**config.mk**
```make
export PLATFORM = sky130hd
export DESIGN_NAME = irq_pend_ctrl
export DESIGN_NICKNAME = d
export VERILOG_FILES = /design/src/rtl/irq_pend_pkg.sv /design/src/rtl/irq_src_front.sv /design/src/rtl/irq_pend_bank.sv /design/src/rtl/irq_prio_pick.sv /design/src/rtl/irq_pend_ctrl.sv
export SDC_FILE = /design/constraint.sdc
export NUM_CORES = 1
export LEC_CHECK = 0
export CORE_UTILIZATION = 64
export DETAILED_ROUTE_END_ITERATION = 16
export DONT_BUFFER_PORTS = 1
export PLACE_DENSITY = 0.92
export SLEW_MARGIN = 30
export SYNTH_ARGS = -nofsm -noshare
export SYNTH_HDL_FRONTEND = slang
export SYNTH_SLANG_ARGS = --single-unit
```
**constraint.sdc**
```tcl
create_clock -name clk -period 13.58 [get_ports clk]
set_input_delay 1.358 -clock clk [delete_from_list [all_inputs] [get_ports clk]]
set_output_delay 1.358 -clock clk [all_outputs]
set_load 0.005 [all_outputs]
```
**src/rtl/irq_pend_pkg.sv**
```systemverilog
package irq_pend_pkg;

   localparam int REG_CTRL     = 0;
   localparam int REG_CLAIM    = 1;
   localparam int REG_ENABLE   = 2;
   localparam int REG_PEND     = 3;
   localparam int CFG_BASE     = 16;
   localparam int MODE_W       = 3;
   localparam int CFG_PRIO_LSB = 4;

   typedef struct packed {
      logic is_edge;
      logic is_level;
      logic inv;
   } src_kind_t;

   function automatic src_kind_t decode_mode(input logic [MODE_W-1:0] m);
      src_kind_t k;
      k = '0;
      case (m)
         3'd4: begin k.is_edge  = 1'b1; k.inv = 1'b0; end
         3'd5: begin k.is_edge  = 1'b1; k.inv = 1'b1; end
         3'd6: begin k.is_level = 1'b1; k.inv = 1'b0; end
         3'd7: begin k.is_level = 1'b1; k.inv = 1'b1; end
         default: k = '0;
      endcase
      return k;
   endfunction

endpackage

```
**src/rtl/irq_src_front.sv**
```systemverilog
module irq_src_front #(
   parameter int N      = 8,
   parameter int STAGES = 2
) (
   input  logic         clk,
   input  logic         rst_n,
   input  logic [N-1:0] raw_i,
   input  logic [N-1:0] inv_i,
   output logic [N-1:0] rect_o,
   output logic [N-1:0] rise_o
);

   localparam int LAST = STAGES - 1;

   generate
      if (STAGES < 2) begin : g_bad_stages
         $error("irq_src_front: STAGES must be at least 2");
      end
   endgenerate

   logic [N-1:0] stage_q [STAGES];
   logic [N-1:0] prev_q;

   always_ff @(posedge clk or negedge rst_n) begin
      if (!rst_n) begin
         for (int k = 0; k < STAGES; k++) stage_q[k] <= '0;
         prev_q <= '0;
      end else begin
         stage_q[0] <= raw_i;
         for (int k = 1; k < STAGES; k++) stage_q[k] <= stage_q[k-1];
         prev_q <= stage_q[LAST];
      end
   end

   // rectified level and the rising edge of the rectified level
   assign rect_o = stage_q[LAST] ^ inv_i;
   assign rise_o = rect_o & ~(prev_q ^ inv_i);

endmodule

```
**src/rtl/irq_pend_bank.sv**
```systemverilog
module irq_pend_bank #(
   parameter int N = 8
) (
   input  logic         clk,
   input  logic         rst_n,
   input  logic [N-1:0] is_edge_i,
   input  logic [N-1:0] is_level_i,
   input  logic [N-1:0] rect_i,
   input  logic [N-1:0] rise_i,
   input  logic [N-1:0] claim_i,
   input  logic         sw_we_i,
   input  logic [N-1:0] sw_val_i,
   output logic [N-1:0] pend_o
);

   logic [N-1:0] pend_q;

   generate
      for (genvar i = 0; i < N; i++) begin : g_cell
         logic nxt;

         always_comb begin
            nxt = 1'b0;
            if (is_level_i[i]) begin
               nxt = claim_i[i] ? 1'b0 : rect_i[i];
            end else if (is_edge_i[i]) begin
               if (sw_we_i)         nxt = sw_val_i[i];
               else if (rise_i[i])  nxt = 1'b1;
               else if (claim_i[i]) nxt = 1'b0;
               else                 nxt = pend_q[i];
            end
         end

         always_ff @(posedge clk or negedge rst_n) begin
            if (!rst_n) pend_q[i] <= 1'b0;
            else        pend_q[i] <= nxt;
         end

         // level tracking in both directions; covers R4 as well
         assert_level_tracks_R3: assert property (@(posedge clk) disable iff (!rst_n)
            (is_level_i[i] && !claim_i[i]) |=> (pend_q[i] == $past(rect_i[i])));

         assert_inactive_idle_R6: assert property (@(posedge clk) disable iff (!rst_n)
            (!is_level_i[i] && !is_edge_i[i]) |=> !pend_q[i]);

         assert_claim_clears_R7: assert property (@(posedge clk) disable iff (!rst_n)
            (is_level_i[i] && claim_i[i]) |=> !pend_q[i]);

         assert_edge_holds_R5: assert property (@(posedge clk) disable iff (!rst_n)
            (is_edge_i[i] && pend_q[i] && !claim_i[i] && !sw_we_i) |=> pend_q[i]);
      end
   endgenerate

   assign pend_o = pend_q;

endmodule

```
**src/rtl/irq_prio_pick.sv**
```systemverilog
module irq_prio_pick #(
   parameter int N      = 8,
   parameter int PRIO_W = 3,
   parameter int ID_W   = 4
) (
   input  logic                   clk,
   input  logic                   rst_n,
   input  logic [N-1:0]           elig_i,
   input  logic [N-1:0][PRIO_W-1:0] prio_i,
   output logic [N-1:0]           win_oh_o,
   output logic [ID_W-1:0]        win_num_o,
   output logic                   any_o
);

   logic [PRIO_W-1:0] best_p;
   logic [PRIO_W-1:0] eff_p;
   logic              found;

   always_comb begin
      best_p    = '0;
      eff_p     = '0;
      found     = 1'b0;
      win_oh_o  = '0;
      win_num_o = '0;
      for (int i = 0; i < N; i++) begin
         eff_p = (prio_i[i] == '0) ? PRIO_W'(1) : prio_i[i];
         if (elig_i[i] && (!found || eff_p < best_p)) begin
            found     = 1'b1;
            best_p    = eff_p;
            win_oh_o  = '0;
            win_oh_o[i] = 1'b1;
            win_num_o = ID_W'(i + 1);
         end
      end
   end

   assign any_o = found;

   assert_one_winner_R9: assert property (@(posedge clk) disable iff (!rst_n)
      $onehot0(win_oh_o));

   assert_winner_eligible_R9: assert property (@(posedge clk) disable iff (!rst_n)
      ((win_oh_o & ~elig_i) == '0));

endmodule

```
**src/rtl/irq_pend_ctrl.sv**
```systemverilog
module irq_pend_ctrl #(
   parameter int N_SRC       = 8,
   parameter int PRIO_W      = 3,
   parameter int ADDR_W      = 5,
   parameter int DATA_W      = 8,
   parameter int SYNC_STAGES = 2
) (
   input  logic              clk,
   input  logic              rst_n,
   input  logic [N_SRC-1:0]  src_i,
   input  logic              bus_we,
   input  logic              bus_re,
   input  logic [ADDR_W-1:0] bus_addr,
   input  logic [DATA_W-1:0] bus_wdata,
   output logic [DATA_W-1:0] bus_rdata,
   output logic              irq_o
);

   import irq_pend_pkg::*;

   localparam int ID_W = $clog2(N_SRC + 1);

   generate
      if (N_SRC > DATA_W) begin : g_bad_nsrc
         $error("irq_pend_ctrl: N_SRC exceeds DATA_W");
      end
      if (DATA_W < 8) begin : g_bad_data
         $error("irq_pend_ctrl: DATA_W must be at least 8");
      end
      if (CFG_PRIO_LSB + PRIO_W > DATA_W) begin : g_bad_prio
         $error("irq_pend_ctrl: priority field does not fit");
      end
      if (CFG_BASE + N_SRC > (1 << ADDR_W)) begin : g_bad_addr
         $error("irq_pend_ctrl: address space too small");
      end
   endgenerate

   logic                            glb_q;
   logic [N_SRC-1:0]                en_q;
   logic [N_SRC-1:0][MODE_W-1:0]    mode_q;
   logic [N_SRC-1:0][PRIO_W-1:0]    prio_q;
   logic [N_SRC-1:0]                is_edge, is_level, inv;
   logic [N_SRC-1:0]                rect, rise, pend, elig, win_oh, claim_oh;
   logic [ID_W-1:0]                 win_num;
   logic                            any_elig;
   logic                            claim_rd, pend_we;
   logic [DATA_W-1:0]               rd_val;

   assign claim_rd = bus_re && (bus_addr == ADDR_W'(REG_CLAIM));
   assign pend_we  = bus_we && (bus_addr == ADDR_W'(REG_PEND));

   // global and enable registers
   always_ff @(posedge clk or negedge rst_n) begin
      if (!rst_n) begin
         glb_q <= 1'b0;
         en_q  <= '0;
      end else if (bus_we) begin
         if (bus_addr == ADDR_W'(REG_CTRL))   glb_q <= bus_wdata[0];
         if (bus_addr == ADDR_W'(REG_ENABLE)) en_q  <= bus_wdata[N_SRC-1:0];
      end
   end

   // per-source configuration words and mode decode
   generate
      for (genvar i = 0; i < N_SRC; i++) begin : g_cfg
         src_kind_t kind;

         always_ff @(posedge clk or negedge rst_n) begin
            if (!rst_n) begin
               mode_q[i] <= '0;
               prio_q[i] <= '0;
            end else if (bus_we && bus_addr == ADDR_W'(CFG_BASE + i)) begin
               mode_q[i] <= bus_wdata[MODE_W-1:0];
               prio_q[i] <= bus_wdata[CFG_PRIO_LSB +: PRIO_W];
            end
         end

         assign kind        = decode_mode(mode_q[i]);
         assign is_edge[i]  = kind.is_edge;
         assign is_level[i] = kind.is_level;
         assign inv[i]      = kind.inv;
      end
   endgenerate

   irq_src_front #(
      .N      (N_SRC),
      .STAGES (SYNC_STAGES)
   ) u_front (
      .clk    (clk),
      .rst_n  (rst_n),
      .raw_i  (src_i),
      .inv_i  (inv),
      .rect_o (rect),
      .rise_o (rise)
   );

   assign claim_oh = win_oh & {N_SRC{claim_rd}};

   irq_pend_bank #(
      .N (N_SRC)
   ) u_bank (
      .clk        (clk),
      .rst_n      (rst_n),
      .is_edge_i  (is_edge),
      .is_level_i (is_level),
      .rect_i     (rect),
      .rise_i     (rise),
      .claim_i    (claim_oh),
      .sw_we_i    (pend_we),
      .sw_val_i   (bus_wdata[N_SRC-1:0]),
      .pend_o     (pend)
   );

   assign elig = pend & en_q;

   irq_prio_pick #(
      .N      (N_SRC),
      .PRIO_W (PRIO_W),
      .ID_W   (ID_W)
   ) u_pick (
      .clk       (clk),
      .rst_n     (rst_n),
      .elig_i    (elig),
      .prio_i    (prio_q),
      .win_oh_o  (win_oh),
      .win_num_o (win_num),
      .any_o     (any_elig)
   );

   // read mux
   always_comb begin
      rd_val = '0;
      if (bus_addr == ADDR_W'(REG_CTRL))        rd_val[0] = glb_q;
      else if (bus_addr == ADDR_W'(REG_CLAIM))  rd_val[ID_W-1:0] = win_num;
      else if (bus_addr == ADDR_W'(REG_ENABLE)) rd_val[N_SRC-1:0] = en_q;
      else if (bus_addr == ADDR_W'(REG_PEND))   rd_val[N_SRC-1:0] = pend;
      else begin
         for (int i = 0; i < N_SRC; i++) begin
            if (bus_addr == ADDR_W'(CFG_BASE + i)) begin
               rd_val[MODE_W-1:0]             = mode_q[i];
               rd_val[CFG_PRIO_LSB +: PRIO_W] = prio_q[i];
            end
         end
      end
   end

   always_ff @(posedge clk or negedge rst_n) begin
      if (!rst_n)      bus_rdata <= '0;
      else if (bus_re) bus_rdata <= rd_val;
   end

   assign irq_o = glb_q && (|elig);

   assert_empty_claim_R8: assert property (@(posedge clk) disable iff (!rst_n)
      (claim_rd && !any_elig) |=> (bus_rdata == '0));

   assert_empty_claim_keeps_R8: assert property (@(posedge clk) disable iff (!rst_n)
      (claim_rd && !any_elig && !pend_we && ((is_level | ~is_edge) == '0)) |=> $stable(pend));

   assert_claim_nonzero_R7: assert property (@(posedge clk) disable iff (!rst_n)
      (claim_rd && any_elig) |=> (bus_rdata != '0));

   assert_irq_gated_R10: assert property (@(posedge clk) disable iff (!rst_n)
      irq_o |-> (glb_q && any_elig));

endmodule

```
# Word level (Yosys, flattened, before mapping)
# Index checks and enable logic that the tools add are counted.
# totals
regBits,97
in_bits,25
elab_cells,297
# classes
magnitude_cmp,7
eq_ne,51
n_mux,135
bitwise_logic,6
reduce_logical,68
# op_table
cell,n
3-bit two-way mux,37
3-bit equality test (second input constant),32
1-bit two-way mux,84
8-bit two-way mux,8
2-bit OR reduction,24
5-bit equality test (second input constant),8
5-bit by 4-bit != test with 1-bit output (second input constant),8
8-bit bitwise AND,3
3-bit logical NOT,8
3-bit < comparator,7
1-bit logical AND,18
8-bit XOR,2
4-bit two-way mux,3
5-bit by 2-bit equality test with 1-bit output (second input constant),2
8-bit inverter,1
8-bit OR reduction,1
1-bit logical NOT,7
1-bit logical OR,7
7-bit two-way mux,1
5-bit by 1-bit equality test with 1-bit output (second input constant),1
5-bit logical NOT,1
2-bit two-way mux,2
2-bit AND reduction,2

# Logic depth before layout (Yosys ltp)
# logic_depth
ltp_word,37
mapped_depth,52
depth_no_buf,51

# By module
# Synthesis repeated with hierarchy kept, for this count alone.
# hier_totals
hier_cells,651
area_unflattened_um2,6298.5
# by_module_without_submodules
module,instances,cells_each,area_each_um2,seq_area_each_um2
irq_pend_ctrl,1,361,3729.8,1626.6
irq_prio_pick,1,176,1184.9,0.0
irq_src_front,1,56,847.1,600.6
irq_pend_bank,1,58,536.8,200.2

# Worst setup path before layout
# Ideal clock, no wire load.
# synth_path
path_type,register to register
start,"register u_bank.pend_q[0], in the netlist u_bank.pend_o[0]"
end,register bus_rdata[2]
setup_ns,0.122
arrival_time_ns,9.990
t_required_ns,13.458
slack_ns,3.469
stages_incl_launch_ff,47
synth_period_minus_slack_ns,10.111
cell_sequence,dfrtp_1 and2_2 nand2_1 ha_1 a21boi_0 o31a_1 mux2_2 ha_1 a21o_1 nor2_1 or4b_2 a21o_1 a21oi_1 inv_1 ha_1 nand2_1 o311ai_1 mux2i_1 (+11 left out) o21ai_0 a21o_1 o21a_1 ha_1 o21ai_0 a21bo_2 nand3b_1 o21ai_0 o2bb2ai_1 ha_1 a21oi_1 a31oi_1 nor4_1 and3_1 o21ai_2 and2_4 a211o_1 a32o_1
# synth_between
elab_chain_cells,32
# synth_lines
element,line_no,text
"start, declared",irq_pend_bank.sv:16,logic [N-1:0] pend_q;
"start signal, assigned by index",irq_pend_bank.sv:36,else pend_q[i] <= nxt;
8-bit bitwise AND *,irq_pend_ctrl.sv:114,assign elig = pend & en_q;
3-bit two-way mux / 1-bit two-way mux (equally long branches),irq_prio_pick.sv:27,if (elig_i[i] && (!found || eff_p < best_p)) begin
3-bit < comparator / 1-bit logical NOT (equally long branches),irq_prio_pick.sv:27,
1-bit logical OR,irq_prio_pick.sv:27,
1-bit logical AND,irq_prio_pick.sv:27,
3-bit two-way mux / 1-bit two-way mux (equally long branches),irq_prio_pick.sv:27,
3-bit < comparator / 1-bit logical NOT (equally long branches),irq_prio_pick.sv:27,
1-bit logical OR,irq_prio_pick.sv:27,
(+16 left out),--,
1-bit logical AND,irq_prio_pick.sv:27,
3-bit two-way mux / 1-bit two-way mux (equally long branches),irq_prio_pick.sv:27,
3-bit < comparator / 1-bit logical NOT (equally long branches),irq_prio_pick.sv:27,
1-bit logical OR,irq_prio_pick.sv:27,
1-bit logical AND,irq_prio_pick.sv:27,
4-bit two-way mux *,irq_prio_pick.sv:27,
4-bit two-way mux *,irq_pend_ctrl.sv:134,else if (bus_addr == ADDR_W'(REG_CLAIM)) rd_val[ID_W-1:0] = win_num;
7-bit two-way mux *,irq_pend_ctrl.sv:133,if (bus_addr == ADDR_W'(REG_CTRL)) rd_val[0] = glb_q;
"end signal, assigned",irq_pend_ctrl.sv:149,else if (bus_re) bus_rdata <= rd_val;
"end, declared",irq_pend_ctrl.sv:15,"output logic [DATA_W-1:0] bus_rdata,"
# Mark *: on every way between the ends. The rest lies on a longest branch, timed or not.
# A chain may end at the register's enable or synchronous reset.

# Final worst setup path
# Ends and elaborated chain as after synthesis.

==> metrics <==
Register-to-Register Path Depth 46; Critical Path Max Stage Delay 660 ps; routed vias/inst around 7.2; WL final around 15,000 µm; initial DRC count 620; clock buffer depth 2; Slew Limit Headroom between 40 and 50%; via count approximately 4,700; status finished, final reports clean; post-layout util 70.28%; Wirelength per Cell around 23 µm; post_cts resized 0; PwrDens 129.2 nW/µm²; grt total ovfl 0; Final min period ~12,000 ps; post-detail-place hpwl between 10,000 and 15,000 µm; WL met3 1531 µm; Worst path most repeated cell ha_1; EDFF count, synth 0; FF-to-FF setup slack about 2000 ps; Die Area just over 9000 µm²; Root Driver clkbuf_8; Hold Path Cell Cnt 0; power consumption about 760 µW; core area between 8000 and 9000 µm²; peak fanout along the critical path 10; HP Class flip-flop to flip-flop; Pre-Repair DR Iteration Count 5; antenna cells 0; ratio of cells with drive above 1 in the final layout a little under a fifth; GRT Total Usage 35.39%; leak pwr approximately 2.5 nW; highest metal used met4; CP Launch Type flip-flop; Hold EP u_front.stage_q[2]$_DFF_PN0_; clk slew on worst S/H paths 100 ps; top-count cell post-synth dfrtp_1; final setup vio count 0; synthesized area about 5700 µm²; Avg Inst Size Synth just over 10 µm²; Mapped Cells 561; layout net count roughly 580; Reg-to-Reg Start u_bank.pend_o[0]$_DFFE_PN0P_; Yosys top cell area share between 40 and 50%; synth cell count leaders 97 x dfrtp_1, 62 x mux2_2, 51 x nand2_1; initial antenna violation count 0; slowest CP cell a2111oi_0; CTS sink cnt 97; routed wl met2 between 6000 and 7000 µm; Starting Density about two thirds; final hold vios 0; Peak Freq about 86 MHz; Async SR Flop Fraction 100.0%; Slew @ Worst Pin between 800 and 900 ps; Arr. time, crit path about 12,000 ps; ys flop type dfrtp_1; dominant cells by area after synthesis dfrtp_1 43%, mux2_2 12%, nand2_1 3.4%, mux4_2 3.2%, ha_1 3.1%; Data required, critical path around 14,000 ps; Syn Nets 600; unrepaired setup endpoints after global routing no; VDD IR max around 0.00011 V; global-route wire length before repair about 24,000 µm; DIE WIDTH between 90 and 100 µm; Hold Crit Start u_front.stage_q[10]$_DFF_PN0_; cell taking the most area after synthesis dfrtp_1; largest net degree at the start of global routing 98; Area Overhead vs Synth 3.792%; CTS Hold Bufs 0; CTS buffer count 9; die height roughly 96 µm; CP endpoint kind flip-flop; Slew Limit Fails 0; Seq/Total Area, Yosys 42.77%; Final Skew between 10 and 15 ps; Yosys reg bits 97; ANT nets after route 0; Rows 33; io pins 34; H-tree Lvls 3; CP Class flip-flop to flip-flop; worst skew pair latency 370 ps; CTS tree yes; DRC violations left 0; vias in the first global route around 4,600; setup bufs post-CTS 0; Yosys warnings 0; Port Buf Inserts 0; Final TNS setup 0 ps; synth unique cells 74; max-cap violation count 0; Final Cycle Share a little under nine tenths; Post-Route M1 WL 6115 µm; gpl congestion 0.9961; Worst R2R End bus_rdata[2]$_DFFE_PN0P_
-- cells by family after synthesis --
logic type / Yosys count / synth area share, %
AO/OA/AOI/OAI: 142 / 17.66
XOR/XNOR: 8 / 1.235
adder cells (fa/ha/maj): 14 / 3.086
buffers and inverters: 53 / 3.593
flip-flops: 97 / 42.77
multiplexers: 76 / 16.53
AND/OR/NAND/NOR: 171 / 15.12
-- state kept, by name (all words and copies together), names as in the netlist --
register / count
mode_q: 24
prio_q: 24
u_front.stage_q: 16
bus_rdata: 8
en_q: 8
u_bank.pend_o: 8
u_front.prev_q: 8
glb_q: 1
-- through the flow --
step	hold WS (ps)	setup WS, ps	cell area, µm²	cells
CTS	357.5	1814	5878	651
finish	353.6	1956	5891	652
global placement	332.9	2586	5693	635
floorplan	331.2	3469	5675	561
detailed placement	337.0	1890	5693	635
global route	363.0	1172	5891	652
-- worst max-delay path by stage --
stage,slack [ps],endpoint,cells after the start,start
floorplan,3470,bus_rdata[2]$_DFFE_PN0P_,46,u_bank.pend_o[0]$_DFFE_PN0P_
global placement,2590,bus_rdata[2]$_DFFE_PN0P_,45,u_bank.pend_o[0]$_DFFE_PN0P_
detailed placement,1890,bus_rdata[2]$_DFFE_PN0P_,45,u_bank.pend_o[0]$_DFFE_PN0P_
CTS,1810,bus_rdata[2]$_DFFE_PN0P_,45,u_bank.pend_o[0]$_DFFE_PN0P_
global route,1170,bus_rdata[2]$_DFFE_PN0P_,46,u_bank.pend_o[0]$_DFFE_PN0P_
finish,1960,bus_rdata[2]$_DFFE_PN0P_,46,u_bank.pend_o[0]$_DFFE_PN0P_
-- worst max-delay path, delay by kind of cell, from the launching register on --
family | cells | cell delay, ps
AOI/OAI and AO/OA | 24 | 5700
DFF | 1 | 460
buffers and inverters | 2 | 300
adders and majority gates | 7 | 2140
and+or+nand+nor | 11 | 2190
muxes | 2 | 760
-- cell usage in the layout, fill, tap and decap left out, types with 3 or more instances in the layout --
| cell | Yosys | routed |
|---|---|---|
| o21a_1 | 10 | 10 |
| and4_1 | 4 | 4 |
| a211oi_1 | 9 | 9 |
| nor3b_1 | 3 | 3 |
| nor3_1 | 18 | 18 |
| a21oi_1 | 20 | 20 |
| a21o_1 | 6 | 6 |
| and3_1 | 3 | 3 |
| o2bb2ai_1 | 3 | 3 |
| a222oi_1 | 3 | 3 |
| clkbuf_8 | 0 | 9 |
| mux2_2 | 62 | 62 |
| o21ai_0 | 34 | 34 |
| a22oi_1 | 4 | 4 |
| nor2b_1 | 3 | 3 |
| xor2_1 | 6 | 6 |
| dfrtp_1 | 97 | 97 |
| nand4_1 | 7 | 7 |
| nand3_1 | 14 | 14 |
| nand2_1 | 51 | 51 |
| ha_1 | 14 | 14 |
| o21bai_1 | 4 | 4 |
| mux4_2 | 8 | 8 |
| nor2_1 | 38 | 38 |
| inv_1 | 20 | 20 |
| o311a_1 | 4 | 4 |
| o22ai_1 | 4 | 4 |
| nor4_1 | 3 | 3 |
| mux2i_1 | 6 | 6 |
| a31oi_1 | 7 | 7 |
| and2_1 | 6 | 6 |
| nand3b_1 | 6 | 6 |
| nand4b_1 | 3 | 3 |
-- where the power goes --
part | switching (mW) | internal, mW | leakage (nW) | total [mW]
clock | 0.112 | 0.0714 | 0.0953 | 0.183
combinational | 0.0896 | 0.0930 | 1.21 | 0.183
sequential | 0.0640 | 0.331 | 1.22 | 0.395
total | 0.265 | 0.496 | 2.52 | 0.761
-- final cells by class --
type	instances	area (µm²)
Tap cell	105	131.4
Timing Repair Buffer	3	20.02
Clock inverter	6	57.56
Inverter	20	75.07
Sequential cell	97	2427
Fill cell	599	2491
Clock buffer	10	127.6
Multi-Input combinational cell	411	3052
-- metal layers --
| metal | vias up | GRT usage (%) |
|---|---|---|
| li1 | 2056 | - |
| met1 | 2324 | 47.41 |
| met2 | 279 | 54.91 |
| met3 | 54 | 9.874 |
| met4 | 0 | 13.31 |
| met5 | - | 0 |
Power figures use the tool's default switching activity.
